`src/rtl/mlpwm_pkg.sv`:
```
package mlpwm_pkg;

  typedef enum logic [1:0] {
    DISP_INPHASE = 2'd0,
    DISP_SPLIT   = 2'd1,
    DISP_ALT     = 2'd2,
    DISP_SPARE   = 2'd3
  } disp_e;

  // Upright (1) or inverted (0) carrier for band k of a stack with half-count h.
  function automatic logic band_upright(input disp_e m, input int k, input int h);
    case (m)
      DISP_SPLIT: return (k >= h);
      DISP_ALT:   return (((k + h) % 2) == 0);
      default:    return 1'b1;
    endcase
  endfunction

endpackage

```
`src/rtl/mlpwm_tri.sv`:
```
module mlpwm_tri
  import mlpwm_pkg::*;
#(
  parameter int CW = 10,
  parameter int MW = 9
) (
  input  logic          clk,
  input  logic          rst,
  input  logic [CW-1:0] per_i,
  input  logic [1:0]    mode_i,
  input  logic [MW-1:0] mi_i,
  output logic [CW-1:0] cnt_o,
  output logic [CW-1:0] per_o,
  output disp_e         mode_o,
  output logic [MW-1:0] mi_o
);

  logic [CW-1:0] cnt_q, per_q;
  logic          up_q;
  disp_e         mode_q;
  logic [MW-1:0] mi_q;

  // named events
  logic peak, trough;
  assign peak   = up_q && (cnt_q >= per_q);
  assign trough = !up_q && (cnt_q == '0);

  function automatic logic [CW-1:0] clamp_per(input logic [CW-1:0] p);
    return (p == '0) ? CW'(1) : p;
  endfunction

  logic [CW-1:0] per_new;
  assign per_new = clamp_per(per_i);

  always_ff @(posedge clk) begin
    if (rst) begin
      cnt_q  <= '0;
      up_q   <= 1'b1;
      per_q  <= per_new;
      mode_q <= disp_e'(mode_i);
      mi_q   <= mi_i;
    end else if (peak) begin
      per_q  <= per_new;
      mode_q <= disp_e'(mode_i);
      mi_q   <= mi_i;
      cnt_q  <= per_new - CW'(1);
      up_q   <= 1'b0;
    end else if (trough) begin
      cnt_q  <= CW'(1);
      up_q   <= 1'b1;
    end else if (up_q) begin
      cnt_q  <= cnt_q + CW'(1);
    end else begin
      cnt_q  <= cnt_q - CW'(1);
    end
  end

  assign cnt_o  = cnt_q;
  assign per_o  = per_q;
  assign mode_o = mode_q;
  assign mi_o   = mi_q;

  // count never leaves [0, P]
  a_r2_cnt_within: assert property (@(posedge clk) disable iff (rst)
    cnt_q <= per_q);
  // active period never zero
  a_r2_per_nonzero: assert property (@(posedge clk) disable iff (rst)
    per_q != '0);
  // a peak always turns the count downward
  a_r2_peak_turns: assert property (@(posedge clk) disable iff (rst)
    peak |=> !up_q);
  // a trough always turns the count upward
  a_r2_trough_turns: assert property (@(posedge clk) disable iff (rst)
    trough |=> up_q);
  // away from a peak the count moves by exactly one
  a_r2_unit_step: assert property (@(posedge clk) disable iff (rst)
    !peak |=> (cnt_q == $past(cnt_q) + CW'(1)) || (cnt_q + CW'(1) == $past(cnt_q)));
  // active configuration only changes after a peak
  a_r9_hold_cfg: assert property (@(posedge clk) disable iff (rst)
    !peak |=> $stable(mode_q) && $stable(mi_q) && $stable(per_q));

endmodule

```
`src/rtl/mlpwm_band.sv`:
```
module mlpwm_band
  import mlpwm_pkg::*;
#(
  parameter int CW   = 10,
  parameter int SW   = 16,
  parameter int HALF = 2,
  parameter int IDX  = 0
) (
  input  logic                 clk,
  input  logic                 rst,
  input  logic [CW-1:0]        cnt_i,
  input  logic [CW-1:0]        per_i,
  input  disp_e                mode_i,
  input  logic signed [SW-1:0] ref_i,
  output logic                 exc_o
);

  localparam int OFS = IDX - HALF;

  logic                 upright;
  logic signed [SW-1:0] car;

  assign upright = band_upright(mode_i, IDX, HALF);
  assign car = $signed(SW'(OFS * int'(per_i) +
                          (upright ? int'(cnt_i) : int'(per_i) - int'(cnt_i))));
  assign exc_o = (ref_i > car);

  // carrier stays inside its own band
  a_r3_in_band: assert property (@(posedge clk) disable iff (rst)
    (int'(car) >= OFS * int'(per_i)) && (int'(car) <= (OFS + 1) * int'(per_i)));

endmodule

```
`src/rtl/mlpwm_modulator.sv`:
```
module mlpwm_modulator
  import mlpwm_pkg::*;
#(
  parameter int NLEV = 5,
  parameter int CW   = 10,
  parameter int MW   = 9,
  parameter int MF   = 8,
  parameter int RW   = 12,
  localparam int LW  = $clog2(NLEV) + 1
) (
  input  logic                 clk,
  input  logic                 rst,
  input  logic [CW-1:0]        per_i,
  input  logic [1:0]           mode_i,
  input  logic [MW-1:0]        mi_i,
  input  logic signed [RW-1:0] ref_i,
  output logic signed [LW-1:0] lvl_o
);

  localparam int NB    = NLEV - 1;
  localparam int HALF  = NB / 2;
  localparam int HW    = $clog2(HALF + 1);
  localparam int SW    = CW + HW + (MW - MF) + 3;
  localparam int SHIFT = RW - 1 + MF;

  logic [CW-1:0] cnt, per;
  disp_e         mode;
  logic [MW-1:0] mi;

  mlpwm_tri #(.CW(CW), .MW(MW)) u_tri (
    .clk(clk), .rst(rst), .per_i(per_i), .mode_i(mode_i), .mi_i(mi_i),
    .cnt_o(cnt), .per_o(per), .mode_o(mode), .mi_o(mi)
  );

  // reference in carrier units, rounded toward minus infinity
  function automatic logic signed [SW-1:0] scale_ref(
    input logic signed [RW-1:0] r, input logic [MW-1:0] m, input logic [CW-1:0] p);
    longint prod;
    prod = longint'(r) * longint'(m) * longint'(p) * longint'(HALF);
    return SW'(prod >>> SHIFT);
  endfunction

  logic signed [SW-1:0] ref_s;
  assign ref_s = scale_ref(ref_i, mi, per);

  logic [NB-1:0] exc;

  for (genvar k = 0; k < NB; k++) begin : g_band
    mlpwm_band #(.CW(CW), .SW(SW), .HALF(HALF), .IDX(k)) u_band (
      .clk(clk), .rst(rst), .cnt_i(cnt), .per_i(per), .mode_i(mode),
      .ref_i(ref_s), .exc_o(exc[k])
    );
  end

  function automatic logic signed [LW-1:0] to_level(input logic [NB-1:0] e);
    return LW'($countones(e) - HALF);
  endfunction

  logic signed [LW-1:0] lvl_q;
  always_ff @(posedge clk) begin
    if (rst) lvl_q <= '0;
    else     lvl_q <= to_level(exc);
  end
  assign lvl_o = lvl_q;

  // reset drives the centre level
  a_r1_reset_centre: assert property (@(posedge clk)
    rst |=> lvl_o == '0);
  // exceeded bands form a contiguous run from the bottom
  a_r8_thermometer: assert property (@(posedge clk) disable iff (rst)
    ((exc >> 1) & ~exc) == '0);
  // level code inside [-H, +H]
  a_r11_level_range: assert property (@(posedge clk) disable iff (rst)
    (lvl_o >= -LW'(HALF)) && (lvl_o <= LW'(HALF)));

endmodule

```
`config.mk`:
```
export PLATFORM = sky130hd
export DESIGN_NAME = mlpwm_modulator
export DESIGN_NICKNAME = d
export VERILOG_FILES = /design/src/rtl/mlpwm_pkg.sv /design/src/rtl/mlpwm_tri.sv /design/src/rtl/mlpwm_band.sv /design/src/rtl/mlpwm_modulator.sv
export SDC_FILE = /design/constraint.sdc
export NUM_CORES = 1
export LEC_CHECK = 0
export BUFFER_PORTS_ARGS = -buffer_cell sky130_fd_sc_hd__buf_2
export CAP_MARGIN = 20
export CORE_MARGIN = 2
export CORE_UTILIZATION = 35
export CTS_CLUSTER_DIAMETER = 60
export DETAILED_ROUTE_END_ITERATION = 6
export SETUP_SLACK_MARGIN = 0.05
export SYNTH_ARGS = -nofsm -noshare
export SYNTH_HDL_FRONTEND = slang
export SYNTH_HIERARCHICAL = 1
export SYNTH_SLANG_ARGS = --single-unit
```
`constraint.sdc`:
```
create_clock -name clk -period 26.7 [get_ports clk]
set_clock_uncertainty 0.2 [all_clocks]
set_input_delay 1.335 -clock clk [delete_from_list [all_inputs] [get_ports clk]]
set_output_delay 1.335 -clock clk [all_outputs]
set_load 0.01 [all_outputs]
```
==> qor_table.md <==
| Result | This run | Unit |
| --- | --- | --- |
| Multiplexer share of the synthesized area | 0.00799 | - |
| Top delay family on crit path | adder cells | - |
| CP Max Fanout | 26 | - |
| Synthesis-to-layout area growth | 5.63 | % |
| Effective utilization at floorplan | 0.354 | - |
| Number of I/O pins | 39 | - |
| Final count of hold timing violations | 0 | - |
| Post-synthesis xor/xnor area fraction | 0.0444 | - |
| Critical path's slowest cell | sky130_fd_sc_hd__xnor2_1 | - |
| Most instantiated flip-flop cell in the synthesis netlist | sky130_fd_sc_hd__edfxtp_1 | - |
| Proportion of register bits with asynchronous set or reset after synthesis | 0 | - |
| Worst-case headroom to the max-slew limit | 0.291 | - |
| Mapped cell area | 0.0199 | mm² |
| Number of nets in the synthesized netlist | 2994 | - |
| Layout Nets | 2977 | - |
| Total of hold buffers inserted after clock tree synthesis | 0 | - |
| Sequential-to-total area share from yosys stat | 0.0458 | - |
| TritonCTS clock tree | yes | - |
| Run status | complete, no violations | - |
| Startpoint-to-endpoint class of the critical path | in2reg | - |
| Adder-cell share of the synthesized area | 0.461 | - |
| Maximum buffer depth of the clock tree | 2 | - |
| Half-perimeter wire length of the detailed placement result | 41700 | µm |
| Combinational family with the most area after synthesis | adder cells | - |
| Number of standard cells after synthesis | 2401 | - |
| Total number of vias | 16447 | - |
| Number of buffers added on ports | 38 | - |
| Number of enable flip-flop cells after synthesis | 21 | - |
| Min Clock Period, post-route | 14520 | ps |
| TNS Setup | 0 | ps |
| Slowest Stage Delay on Critical Path | 820 | ps |
| WP buf/inv | 8 | - |
| 1st-iter DRT viols | 862 | - |
| Post-cts repair resize count | 0 | - |
| Core Region | 0.0563 | mm² |
| FP Rows | 87 | - |
| Clk slew on worst S/H paths | 90 | ps |
| Required time of the worst setup path | 26740 | ps |
| Pre-antenna DRT Iters | 5 | - |
| Mapped Avg Cell Area | 8.29 | µm² |
| Maximum number of pins on one net before global-route repair | 42 | - |
| Count of final max-slew check failures | 0 | - |
| Final setup vio count | 0 | - |
| Routed wire length per instance | 16.5 | µm |
| Total CTS buffers | 5 | - |
| Startpoint Class | input pin | - |
| Arrival time reported for the critical path endpoint | 14560 | ps |
| Layout cell share with drive strength beyond 1 | 0.0499 | - |
| Layout filler cell count | 5839 | - |
| Simple-gate area share of the yosys netlist | 0.193 | - |
| Top cell types by occurrence after synthesis | 454 x sky130_fd_sc_hd__inv_1, 292 x sky130_fd_sc_hd__fa_1, 266 x sky130_fd_sc_hd__ha_1, 260 x sky130_fd_sc_hd__nand2_1, 125 x sky130_fd_sc_hd__and2_1 | - |
| Overall Global Routing Usage | 0.184 | - |
| Max frequency | 0.0689 | GHz |
| Yosys top cell by area | sky130_fd_sc_hd__fa_1 | - |
| Overall die width | 242 | µm |
| Cell types with the largest area share after synthesis | sky130_fd_sc_hd__fa_1 29%, sky130_fd_sc_hd__ha_1 17%, sky130_fd_sc_hd__inv_1 8.6%, sky130_fd_sc_hd__nand2_1 4.9%, sky130_fd_sc_hd__and2_1 3.9% | - |
| Final weighted congestion in routability-driven placement | 0.885 | - |
| Share of the synthesized area in the top cell type | 0.294 | - |
| CTS H-tree lvls | 2 | - |
| Sort of element at the end of the critical path | flop | - |
| Number of antenna violations at the first check in global routing | 0 | - |
| Compound-cell area share of the yosys netlist | 0.145 | - |
| Post-CTS Setup Bufs | 0 | - |
| Routed WL | 52000 | µm |
| Kind of path behind the tightest hold check | reg2reg | - |
| Setup slack of the worst register-to-register path | 12630 | ps |
| Seq cells post-synth | 35 | - |
| Final clock period utilization by the worst path | 0.544 | - |
| Clock sink total | 35 | - |
| Cell at the root of the clock tree | sky130_fd_sc_hd__clkbuf_16 | - |
| Die ar. | 0.0588 | mm² |
| Count of unique library cells instantiated by Yosys | 93 | - |
| Die height | 242 | µm |
| Clock insertion delay at the later pin of the skew report | 320 | ps |
| Cell with the most instances after synthesis | sky130_fd_sc_hd__inv_1 | - |
| Total DRC errors in the routed layout | 0 | - |
| Overflow after GRT | 0 | - |
| Number of warnings printed during yosys synthesis | 6 | - |
| Number of vias per cell after detailed routing | 5.24 | - |
| Setup repair after global routing missed its margin | false | - |
| Slew @ Worst Pin | 1060 | ps |
| Diode count | 0 | - |
| CP most frequent cell | sky130_fd_sc_hd__fa_1 | - |
| Global-route wire length before repair | 89400 | µm |
| Via count of the first global-routing pass | 17652 | - |
| Max cap viols | 0 | - |
| Antenna Nets Post-Route | 0 | - |
## through the flow
stage	std cells	area, µm²	utilization	setup WS, ps	hold slack (ps)
floorplan	2401	19900	-	13380	363
global placement	3130	20800	0.370	12200	426
finish	3141	21000	0.373	12180	455
detailed placement	3130	20800	0.370	11910	441
global route	3141	21000	0.373	11290	471
CTS	3138	21000	0.373	12200	452
## cells by family (layout without fill, tap and decap cells)
| group | after synthesis | after routing |
|---|---|---|
| AND/OR/NAND/NOR | 739 | 739 |
| flip-flops | 35 | 35 |
| buffers and inverters | 536 | 520 |
| XOR/XNOR | 100 | 100 |
| multiplexers | 15 | 15 |
| AO/OA/AOI/OAI | 418 | 418 |
| adder cells (fa/ha/maj) | 558 | 558 |
## sequential cells by signal, summed over array words and instances, names as in the netlist
signal and cells:
u_tri/mi_o 9, u_tri/mode_o 2, u_tri/per_o 10, u_tri/cnt_o 10
u_tri/up_q 1, lvl_o 3
## tightest hold or removal path, stage by stage (launching register included)
cell	delay, ps
sky130_fd_sc_hd__dfxtp_1	420
sky130_fd_sc_hd__nor2_1	140
sky130_fd_sc_hd__o21bai_1	60
## path summary, 6_finish.rpt
kind            startpoint          to  depth (start not counted)
max              ref_i[11]    lvl_o[1]                         45
min             u_tri/up_q  u_tri/up_q                          2
max reg2reg  u_tri/mi_o[1]    lvl_o[1]                         44
min reg2reg     u_tri/up_q  u_tri/up_q                          2
## cell type report
type                            count  area [µm²]  area share
Sequential cell                    35         911      0.0433
Inverter                          454        1700      0.0811
Clock buffer                        5         125     0.00595
Tap cell                          756         946      0.0450
Multi-Input combinational cell   1830       16900       0.806
Clock inverter                      3        45.0     0.00214
Timing Repair Buffer               58         340      0.0162
## cell usage in the layout (no fill, tap or decap), types with 7 or more instances in the layout
cell type                  synthesis  layout
sky130_fd_sc_hd__a211o_1          10      10
sky130_fd_sc_hd__a211oi_1         24      24
sky130_fd_sc_hd__a21o_1           43      43
sky130_fd_sc_hd__a21oi_1         111     111
sky130_fd_sc_hd__a31oi_1          18      18
sky130_fd_sc_hd__and2_1          125     125
sky130_fd_sc_hd__and3_1           20      20
sky130_fd_sc_hd__and4b_1          11      11
sky130_fd_sc_hd__buf_2             2      38
sky130_fd_sc_hd__buf_4             3      20
sky130_fd_sc_hd__dfxtp_1          14      14
sky130_fd_sc_hd__edfxtp_1         21      21
sky130_fd_sc_hd__fa_1            292     292
sky130_fd_sc_hd__ha_1            266     266
sky130_fd_sc_hd__inv_1           454     454
sky130_fd_sc_hd__mux2_2            7       7
sky130_fd_sc_hd__mux2i_1           8       8
sky130_fd_sc_hd__nand2_1         260     260
sky130_fd_sc_hd__nand2b_1         30      30
sky130_fd_sc_hd__nand3_1          41      41
sky130_fd_sc_hd__nand3b_1          7       7
sky130_fd_sc_hd__nand4_1          19      19
sky130_fd_sc_hd__nor2_1           76      76
sky130_fd_sc_hd__nor2b_1          25      25
sky130_fd_sc_hd__nor3_1           46      46
sky130_fd_sc_hd__nor3b_1          13      13
sky130_fd_sc_hd__nor4_1           10      10
sky130_fd_sc_hd__o211ai_1         10      10
sky130_fd_sc_hd__o21a_1           26      26
sky130_fd_sc_hd__o21ai_0          67      67
sky130_fd_sc_hd__o21ai_1           7       7
sky130_fd_sc_hd__o21bai_1         11      11
sky130_fd_sc_hd__o31ai_1          11      11
sky130_fd_sc_hd__or2_2            11      11
sky130_fd_sc_hd__or3_1            17      17
sky130_fd_sc_hd__xnor2_1          57      57
sky130_fd_sc_hd__xor2_1           42      42
## per-layer routing
layer	routed length, µm	share of wire	GRT usage	vias up
met5	0	0	0	-
met4	840	0.016	0.0401	0
met3	2500	0.048	0.0220	63
met2	25600	0.49	0.326	422
met1	23100	0.44	0.241	8105
li1	-	-	-	7857
Power is not shown: default switching activity piles up to over one toggle a cycle in this logic, so the estimate is an artifact.
